--- src/rtl/dch_pkg.sv ---
package dch_pkg;

    // Activation request codes
    localparam logic [3:0] CMD_REQ_C1 = 4'b1000;
    localparam logic [3:0] CMD_REQ_C2 = 4'b1001;

    // Indication codes
    localparam logic [3:0] IND_ACT_C1 = 4'b1100;
    localparam logic [3:0] IND_ACT_C2 = 4'b1101;
    localparam logic [3:0] IND_IDLE   = 4'b1111;

    typedef enum logic {
        CLASS_1 = 1'b0,
        CLASS_2 = 1'b1
    } prio_class_e;

    typedef enum logic {
        LVL_NORMAL = 1'b0,
        LVL_LOWER  = 1'b1
    } prio_level_e;

    typedef enum logic {
        ST_MONITOR = 1'b0,
        ST_SEND    = 1'b1
    } ch_state_e;

endpackage

--- src/rtl/dch_class_reg.sv ---
module dch_class_reg
    import dch_pkg::*;
(
    input  logic        clk,
    input  logic        rst_n,
    input  logic        cmd_stb,
    input  logic [3:0]  cmd_code,
    input  logic        line_active,
    output prio_class_e cls,
    output logic [3:0]  ind_code
);

    typedef struct packed {
        prio_class_e cls;
    } cls_regs_t;

    cls_regs_t r_d, r_q;

    always_comb begin
        r_d = r_q;
        if (cmd_stb) begin
            if (cmd_code == CMD_REQ_C1) begin
                r_d.cls = CLASS_1;
            end else if (cmd_code == CMD_REQ_C2) begin
                r_d.cls = CLASS_2;
            end
        end
    end

    always_ff @(posedge clk or negedge rst_n) begin
        if (!rst_n) begin
            r_q <= '{cls: CLASS_1};
        end else begin
            r_q <= r_d;
        end
    end

    assign cls = r_q.cls;

    always_comb begin
        if (!line_active) begin
            ind_code = IND_IDLE;
        end else if (r_q.cls == CLASS_2) begin
            ind_code = IND_ACT_C2;
        end else begin
            ind_code = IND_ACT_C1;
        end
    end


    unknown_cmd_keeps_class_chk: assert property (@(posedge clk) disable iff (!rst_n)
        (cmd_stb && cmd_code != CMD_REQ_C1 && cmd_code != CMD_REQ_C2) |=> $stable(cls));


    ind_code_legal_chk: assert property (@(posedge clk) disable iff (!rst_n)
        (ind_code == IND_IDLE) || (ind_code == IND_ACT_C1) || (ind_code == IND_ACT_C2));

endmodule

--- src/rtl/dch_echo_count.sv ---
module dch_echo_count #(
    parameter int MAX_CNT = 11,
    localparam int CNT_W  = $clog2(MAX_CNT + 1)
) (
    input  logic             clk,
    input  logic             rst_n,
    input  logic             e_stb,
    input  logic             echo_bit,
    input  logic             hold,
    input  logic             clear,
    output logic [CNT_W-1:0] count
);

    typedef struct packed {
        logic [CNT_W-1:0] cnt;
    } cnt_regs_t;

    cnt_regs_t r_d, r_q;

    always_comb begin
        r_d = r_q;
        if (clear) begin
            r_d.cnt = '0;
        end else if (e_stb && !hold) begin
            if (!echo_bit) begin
                r_d.cnt = '0;
            end else if (r_q.cnt < CNT_W'(MAX_CNT)) begin
                r_d.cnt = r_q.cnt + 1'b1;
            end
        end
    end

    always_ff @(posedge clk or negedge rst_n) begin
        if (!rst_n) begin
            r_q <= '{cnt: '0};
        end else begin
            r_q <= r_d;
        end
    end

    assign count = r_q.cnt;


    count_saturates_chk: assert property (@(posedge clk) disable iff (!rst_n)
        count <= CNT_W'(MAX_CNT));


    count_frozen_on_hold_chk: assert property (@(posedge clk) disable iff (!rst_n)
        (hold && !clear) |=> $stable(count));

endmodule

--- src/rtl/dch_access_fsm.sv ---
module dch_access_fsm
    import dch_pkg::*;
#(
    parameter int BASE_THR   = 8,
    parameter int CLASS_STEP = 2,
    localparam int MAX_THR   = BASE_THR + CLASS_STEP + 1,
    localparam int CNT_W     = $clog2(MAX_THR + 1)
) (
    input  logic             clk,
    input  logic             rst_n,
    input  prio_class_e      cls,
    input  logic [CNT_W-1:0] count,
    input  logic             frame_pending,
    input  logic             d_stb,
    input  logic             tx_data,
    input  logic             tx_last,
    input  logic             e_stb,
    input  logic             echo_bit,
    output logic             count_hold,
    output logic             count_clear,
    output logic             d_out,
    output logic             dch_ready,
    output logic             collision
);

    typedef struct packed {
        ch_state_e   state;
        prio_level_e level;
        logic        d_bit;
        logic        await_echo;
        logic        last_sent;
        logic        collide;
    } fsm_regs_t;

    fsm_regs_t r_d, r_q;

    logic [CNT_W-1:0] thr_norm;
    logic [CNT_W-1:0] thr_low;
    logic [CNT_W-1:0] thr_now;

    always_comb begin
        thr_norm = CNT_W'(BASE_THR) + ((cls == CLASS_2) ? CNT_W'(CLASS_STEP) : '0);
        thr_low  = thr_norm + 1'b1;
        thr_now  = (r_q.level == LVL_LOWER) ? thr_low : thr_norm;
    end

    always_comb begin
        r_d         = r_q;
        r_d.collide = 1'b0;
        count_hold  = (r_q.state == ST_SEND);
        count_clear = 1'b0;

        unique case (r_q.state)
            ST_MONITOR: begin
                r_d.d_bit = 1'b1;
                if (r_q.level == LVL_LOWER && count >= thr_low) begin
                    r_d.level = LVL_NORMAL;
                end
                if (frame_pending && count >= thr_now) begin
                    r_d.state      = ST_SEND;
                    r_d.await_echo = 1'b0;
                    r_d.last_sent  = 1'b0;
                end
            end
            ST_SEND: begin
                if (e_stb && r_q.await_echo && (echo_bit != r_q.d_bit)) begin
                    r_d.state      = ST_MONITOR;
                    r_d.collide    = 1'b1;
                    r_d.d_bit      = 1'b1;
                    r_d.await_echo = 1'b0;
                    count_clear    = 1'b1;
                end else if (e_stb && r_q.await_echo && r_q.last_sent) begin
                    r_d.state      = ST_MONITOR;
                    r_d.level      = LVL_LOWER;
                    r_d.d_bit      = 1'b1;
                    r_d.await_echo = 1'b0;
                    count_clear    = 1'b1;
                end else begin
                    if (e_stb) begin
                        r_d.await_echo = 1'b0;
                    end
                    if (d_stb) begin
                        r_d.d_bit      = tx_data;
                        r_d.last_sent  = tx_last;
                        r_d.await_echo = 1'b1;
                    end
                end
            end
            default: r_d = r_q;
        endcase
    end

    always_ff @(posedge clk or negedge rst_n) begin
        if (!rst_n) begin
            r_q <= '{state: ST_MONITOR, level: LVL_NORMAL, d_bit: 1'b1,
                     await_echo: 1'b0, last_sent: 1'b0, collide: 1'b0};
        end else begin
            r_q <= r_d;
        end
    end

    assign d_out     = r_q.d_bit;
    assign dch_ready = (r_q.state == ST_SEND);
    assign collision = r_q.collide;


    grant_needs_frame_chk: assert property (@(posedge clk) disable iff (!rst_n)
        $rose(dch_ready) |-> $past(frame_pending));


    grant_needs_count_chk: assert property (@(posedge clk) disable iff (!rst_n)
        $rose(dch_ready) |-> ($past(count) >= CNT_W'(BASE_THR)));


    collision_drops_ready_chk: assert property (@(posedge clk) disable iff (!rst_n)
        collision |-> (!dch_ready && d_out));


    collision_single_pulse_chk: assert property (@(posedge clk) disable iff (!rst_n)
        collision |=> !collision);


    collision_keeps_level_chk: assert property (@(posedge clk) disable iff (!rst_n)
        collision |-> (r_q.level == $past(r_q.level)));

endmodule

--- src/rtl/dch_access_ctrl.sv ---
module dch_access_ctrl
    import dch_pkg::*;
#(
    parameter int BASE_THR   = 8,
    parameter int CLASS_STEP = 2
) (
    input  logic       clk,
    input  logic       rst_n,
    input  logic       cmd_stb,
    input  logic [3:0] cmd_code,
    input  logic       line_active,
    output logic [3:0] ind_code,
    input  logic       frame_pending,
    input  logic       d_stb,
    input  logic       tx_data,
    input  logic       tx_last,
    input  logic       e_stb,
    input  logic       echo_bit,
    output logic       d_out,
    output logic       dch_ready,
    output logic       collision
);

    localparam int MAX_THR = BASE_THR + CLASS_STEP + 1;
    localparam int CNT_W   = $clog2(MAX_THR + 1);

    prio_class_e      cls;
    logic [CNT_W-1:0] count;
    logic             count_hold;
    logic             count_clear;

    dch_class_reg u_class (
        .clk         (clk),
        .rst_n       (rst_n),
        .cmd_stb     (cmd_stb),
        .cmd_code    (cmd_code),
        .line_active (line_active),
        .cls         (cls),
        .ind_code    (ind_code)
    );

    dch_echo_count #(.MAX_CNT(MAX_THR)) u_count (
        .clk      (clk),
        .rst_n    (rst_n),
        .e_stb    (e_stb),
        .echo_bit (echo_bit),
        .hold     (count_hold),
        .clear    (count_clear),
        .count    (count)
    );

    dch_access_fsm #(.BASE_THR(BASE_THR), .CLASS_STEP(CLASS_STEP)) u_fsm (
        .clk           (clk),
        .rst_n         (rst_n),
        .cls           (cls),
        .count         (count),
        .frame_pending (frame_pending),
        .d_stb         (d_stb),
        .tx_data       (tx_data),
        .tx_last       (tx_last),
        .e_stb         (e_stb),
        .echo_bit      (echo_bit),
        .count_hold    (count_hold),
        .count_clear   (count_clear),
        .d_out         (d_out),
        .dch_ready     (dch_ready),
        .collision     (collision)
    );


    idle_line_high_chk: assert property (@(posedge clk) disable iff (!rst_n)
        !dch_ready |-> d_out);

endmodule

--- config.mk ---
export PLATFORM = sky130hd
export DESIGN_NAME = dch_access_ctrl
export DESIGN_NICKNAME = d
export VERILOG_FILES = /design/src/rtl/dch_pkg.sv /design/src/rtl/dch_class_reg.sv /design/src/rtl/dch_echo_count.sv /design/src/rtl/dch_access_fsm.sv /design/src/rtl/dch_access_ctrl.sv
export SDC_FILE = /design/constraint.sdc
export NUM_CORES = 1
export LEC_CHECK = 0
export BUFFER_PORTS_ARGS = -buffer_cell sky130_fd_sc_hd__buf_2
export CAP_MARGIN = 15
export CORE_UTILIZATION = 49
export CTS_CLUSTER_SIZE = 16
export DETAILED_ROUTE_END_ITERATION = 6
export GPL_ROUTABILITY_DRIVEN = 0
export GPL_TIMING_DRIVEN = 0
export HOLD_SLACK_MARGIN = 0.05
export PLACE_DENSITY_LB_ADDON = 0.12
export SKIP_CTS_REPAIR_TIMING = 1
export SYNTH_ARGS = -nofsm -noshare
export SYNTH_HDL_FRONTEND = slang
export SYNTH_HIERARCHICAL = 1
export SYNTH_SLANG_ARGS = --single-unit
--- constraint.sdc ---
create_clock -name clk -period 2.2 [get_ports clk]
set_input_delay 0.44 -clock clk [delete_from_list [all_inputs] [get_ports clk]]
set_output_delay 0.44 -clock clk [all_outputs]
set_load 0.01 [all_outputs]
Word level (Yosys, flattened, before mapping)
Index checks and enable logic that the tools add are counted.
{"block": "classes", "n_addsub": 3, "mul": 0, "div": 0, "magnitude_cmp": 3, "eq_ne": 12, "shifts": 0, "mux": 28, "n_bitwise": 1, "reduce_logical": 14}
{"operator": "4-bit two-way mux", "count": 6}
{"operator": "1-bit two-way mux", "count": 15}
{"operator": "2-bit two-way mux", "count": 5}
{"operator": "5-bit one-hot mux with 2 select lines", "count": 1}
{"operator": "4-bit by 1-bit adder with 4-bit output (second input constant)", "count": 2}
{"operator": "4-bit == test (second input constant)", "count": 2}
{"operator": "4-bit >= comparator", "count": 2}
{"operator": "2-bit != test (second input constant)", "count": 4}
{"operator": "1-bit logical AND", "count": 6}
{"operator": "2-bit AND reduction", "count": 3}
{"operator": "5-bit != test (second input constant)", "count": 1}
{"operator": "4-bit adder (first input constant)", "count": 1}
{"operator": "4-bit less-than comparator (second input constant)", "count": 1}
{"operator": "2-bit by 1-bit != test with 1-bit output (second input constant)", "count": 2}
{"operator": "4-bit != test (second input constant)", "count": 1}
{"operator": "4-bit AND reduction", "count": 1}
{"operator": "2-bit nonzero test", "count": 2}
{"operator": "3-bit two-way mux", "count": 1}
{"operator": "3-bit by 1-bit != test with 1-bit output (second input constant)", "count": 1}
{"operator": "3-bit AND reduction", "count": 1}
{"operator": "1-bit zero test", "count": 1}
{"operator": "1-bit != test", "count": 1}
{"operator": "1-bit inverter", "count": 1}
{"block": "word_totals", "ff_bits": 11, "latchBits": 0, "ram_bits": 0, "rom_bits": 0, "inputBits": 14, "elab_cells": 69, "mem_count": 0}

Longest topological paths before layout
{"block": "logic_depth", "word_depth": 8, "ltp_mapped": 6, "ltp_nobuf": 6}

Cells and area by module
Netlist, hierarchy kept.
{"mod": "dch_access_fsm", "instances": 1, "cells_each": 39, "area_per_inst_um2": 372.9}
{"mod": "dch_echo_count", "instances": 1, "cells_each": 25, "area_per_inst_um2": 247.7}
{"mod": "dch_class_reg", "instances": 1, "cells_each": 8, "area_per_inst_um2": 81.3}

Worst setup path after synthesis
Ideal clock, no wire load.
{"block": "synth_path", "path_kind": "reg2reg", "startpoint": "register u_count.r_q (netlist bit u_count/count[0])", "endpoint": "register u_fsm/r_q[1] (netlist name)", "setup_ns": 0.066, "arrival_time_ns": 1.474, "path_slack_ns": 0.660, "path_stages_with_launch": 7, "path_buffers": 0, "path_cell_list": "dfrtp_1 -> inv_1 -> ha_1 -> nand2b_1 -> a211o_1 -> a31oi_1 -> a221o_1"}
{"block": "synth_via", "elab_chain_cells": 4}
{"item": "start: declaration", "line": "dch_echo_count.sv:18", "source": "cnt_regs_t r_d, r_q;"}
{"item": "start signal: assignment", "line": "dch_echo_count.sv:35", "source": "r_q <= '{cnt: '0};"}
{"item": "start signal: assignment", "line": "dch_echo_count.sv:37", "source": "r_q <= r_d;"}
{"item": "4-bit >= comparator", "line": "dch_access_fsm.sv:59", "source": "if (frame_pending && count >= thr_now) begin"}
{"item": "1-bit logical AND", "line": "dch_access_fsm.sv:59"}
{"item": "2-bit by 1-bit != test with 1-bit output (no line)"}
{"item": "4-bit AND reduction (no line)"}
{"item": "end signal: assignment", "line": "dch_access_fsm.sv:95", "source": "r_q <= '{state: ST_MONITOR, level: LVL_NORMAL, d_bit: 1'b1,"}
{"item": "end signal: assignment", "line": "dch_access_fsm.sv:98", "source": "r_q <= r_d;"}
{"item": "end: declaration", "line": "dch_access_fsm.sv:35", "source": "fsm_regs_t r_d, r_q;"}
Every way passes these cells.
A chain may end at the register's enable or synchronous reset.

Worst setup path in the final report
Ends and elaborated chain as after synthesis.

==> impl_metrics.csv <==
group,metric,value,unit
outcome,status,"completed",
floorplan,dieArea,0.00159,mm²
global_routing,overflow,0,
route,vias,607,
worst_setup_path,endpoint_kind,"flip-flop",
placement,dp.cells,106,
cts,cts_buffers,3,
layout,fillers,106,
route,drc,0,
cts,clockRootBuffer,"clkbuf_4",
worst_setup_path,cp.depth,6,
synthesis,synth_top_cell_by_area,"dfrtp_1",
sta,period_minus_slack,1.70,ns
synthesis,synth-edff-count,0,
sta,hold_viol,0,
min_path,min_delay_worst_endpoint,"u_class/cls$_DFFE_PN0P_",
sta,timing.fmax,0.589,GHz
power_and_ir_drop,power_leakage,0.417,nW
worst_setup_path,crit_chain,"inv_1 -> ha_1 -> nand2b_1 -> a211o_1 -> a31oi_1 -> a221o_1",
sta,maxSlewViolCount,0,
worst_setup_path,path_delay_family,"compound AO/OA/AOI/OAI gates",
power_and_ir_drop,p_sw_share,38.7,%
floorplan,pin_count,21,
worst_setup_path,r2r_slack,0.50,ns
global_routing,grt_usage,20.4,%
power_and_ir_drop,internal_power,0.564,mW
power_and_ir_drop,p_switching,0.356,mW
synthesis,yosysUniqueCellTypes,32,
layout,stdcell_count,111,
global_routing,grt_pass1_vias,517,
layout,final_area,851,µm²
synthesis,async_flop_share,100,%
worst_setup_path,r2r-start,"u_count/count[0]$_DFFE_PN0P_",
worst_setup_path,crit_type,"flip-flop to flip-flop",
global_routing,grt_pass1_wl,2070,µm
worst_setup_path,worstPathRequired,2.40,ns
power_and_ir_drop,power_density,1080,mW/mm²
route,drtIter0Drc,16,
cts,cts.path.max_buffers,2,
worst_setup_path,cp_max_fo,6,
sta,worst_slack,0.502,ns
synthesis,synth_area_per_cell,9.75,µm²
min_path,hold_depth,2,
power_and_ir_drop,vdd_ir_drop_max,676,µV
synthesis,synth_common_cells,"dfrtp_1, nand2_1",
power_and_ir_drop,seqPwrFrac,42.4,%
global_routing,grt_max_degree,12,
worst_setup_path,path_buf_inv,1,
min_path,min_path_type,"primary input to flip-flop",
worst_setup_path,slowest_delay,0.42,ns
synthesis,synth_most_common_cell,"dfrtp_1",
cts,clkTransAtPathRegs,0.06,ns
route,drtAntennaViolNets,0,
layout,nets,114,
layout,finalCoreUtilization,64.6,%
min_path,hold_start,"cmd_code[0]",
sta,post-route-period-util,77.2,%
synthesis,synth.top_cell.area_share,35.7,%
placement,dp_hpwl,1040,µm
placement,pre_cts_ws,0.538,ns
route,wire_per_inst,11.9,µm
global_routing,grt_antenna_before_repair,0,
cts,clock_sinks,11,
route,viasPerCell,5.47,
synthesis,synthCells,72,
floorplan,dieWidth,39.9,µm
placement,post_dp_cell_area,815,µm²
cts,clk_latency,0.26,ns
synthesis,yosys_warnings,6,
layout,areaGrowthSynthToFinish,21.2,%
layout,insertedDiodeCount,0,
floorplan,die_h,39.9,µm
worst_setup_path,startpoint_type,"flip-flop",
floorplan,initial_core_util,53.3,%
route,drtPass1Iterations,4,
synthesis,synthTopCellsByArea,"dfrtp_1, ha_1, dfstp_2, nand2b_1, buf_4",
sta,rsz0062_at_grt,"false",
power_and_ir_drop,comb_power_share,43.5,%
sta,finalSetupTns,0,ns
sta,setup_viol,0,
cts,cts_tree,"built",
synthesis,seq_area_frac_synth,39.4,%
route,wl,1330,µm
flow_run,max_cap_viol_count,0,
power_and_ir_drop,clock_power_share,14.2,%
worst_setup_path,r2r_cells,6,
worst_setup_path,timing.rr.end,"u_fsm/r_q[1]$_DFFE_PN0P_",
cts,htree_levels,1,
synthesis,ys_seq_elements,11,
worst_setup_path,cpMaxStageDelayCell,"dfrtp_1",
synthesis,netlist_area,702,µm²
floorplan,fp-row-count,13,
sta,fin_skew,0.00281,ns
worst_setup_path,cp.arrival,1.90,ns
layout,drive_gt1_share,31.3,%
synthesis,synth_ff_type,"dfrtp_1",
placement,io_buffers,18,
floorplan,core_area,0.00132,mm²
## worst register-to-register path, delay by kind of cell (launching register included)
family	cells	cell delay (ns)
AO/OA/AOI/OAI	3	0.72
buffers and inverters	1	0.06
flip-flops	1	0.42
adder cells (fa/ha/maj)	1	0.28
AND/OR/NAND/NOR	1	0.15
## through the flow
step                      hold WS [ns]  power [mW]
after floorplan                  0.144       0.676
after detailed placement         0.319       0.788
after global placement           0.320       0.777
after CTS                       0.0292       0.924
after global routing             0.408        1.01
final                            0.404       0.920
## registers in the layout, summed over array words and instances, names as in the netlist
signal,cells
u_fsm/collision,1
u_fsm/d_out,1
u_class/cls,1
u_fsm/count_hold,1
u_count/count,4
u_fsm/r_q,3
## cells by family after synthesis
family / count (synthesis) / share of synthesized area, %
other: 1 / 0.534
xor gates and xnor gates: 1 / 1.25
AOI/OAI and AO/OA: 18 / 17.5
DFF: 11 / 39.4
muxes: 3 / 5.17
buffers and inverters: 8 / 5.88
adders and majority gates: 3 / 5.35
and+or+nand+nor: 27 / 25.0
## cell usage in the layout, fill, tap and decap left out, types with 4 or more instances in the layout
master	instances
buf_2	18
dfrtp_1	10
nand2_1	6
nand2b_1	4
inv_1	4
nand3_1	4
nor2_1	4
## per-layer routing
metal	wire length (µm)	global-route usage [%]
met1	617	25.6
met2	602	31.6
met3	105	8.52
met4	0	5.17
met5	0	0
## final cells by class
| cell class | count | area (µm²) | area share, % |
|---|---|---|---|
| Sequential cell | 11 | 277 | 32.5 |
| Tap cell | 15 | 18.8 | 2.21 |
| Clock buffer | 4 | 26.3 | 3.09 |
| Inverter | 4 | 15.0 | 1.76 |
| Timing Repair Buffer | 19 | 100 | 11.8 |
| Multi-Input combinational cell | 54 | 388 | 45.6 |
| Buffer | 4 | 26.3 | 3.09 |
## power groups by stage
stage | sequential [mW] | combinational (mW) | clock, mW
final | 0.390 | 0.400 | 0.130
after global placement | 0.387 | 0.390 | 0
after detailed placement | 0.391 | 0.397 | 0
after CTS | 0.387 | 0.399 | 0.137
after global routing | 0.401 | 0.459 | 0.149
after floorplan | 0.371 | 0.305 | 0
## worst max-delay path by stage
stage,startpoint,to
floorplan,u_count/count[0]$_DFFE_PN0P_,u_fsm/r_q[1]$_DFFE_PN0P_
global placement,u_count/count[0]$_DFFE_PN0P_,u_fsm/r_q[1]$_DFFE_PN0P_
detailed placement,u_count/count[0]$_DFFE_PN0P_,u_fsm/r_q[1]$_DFFE_PN0P_
CTS,u_count/count[0]$_DFFE_PN0P_,u_fsm/r_q[1]$_DFFE_PN0P_
global route,u_count/count[0]$_DFFE_PN0P_,u_fsm/r_q[1]$_DFFE_PN0P_
finish,u_count/count[0]$_DFFE_PN0P_,u_fsm/r_q[1]$_DFFE_PN0P_
Note: power is estimated with default switching activity, not from simulation.
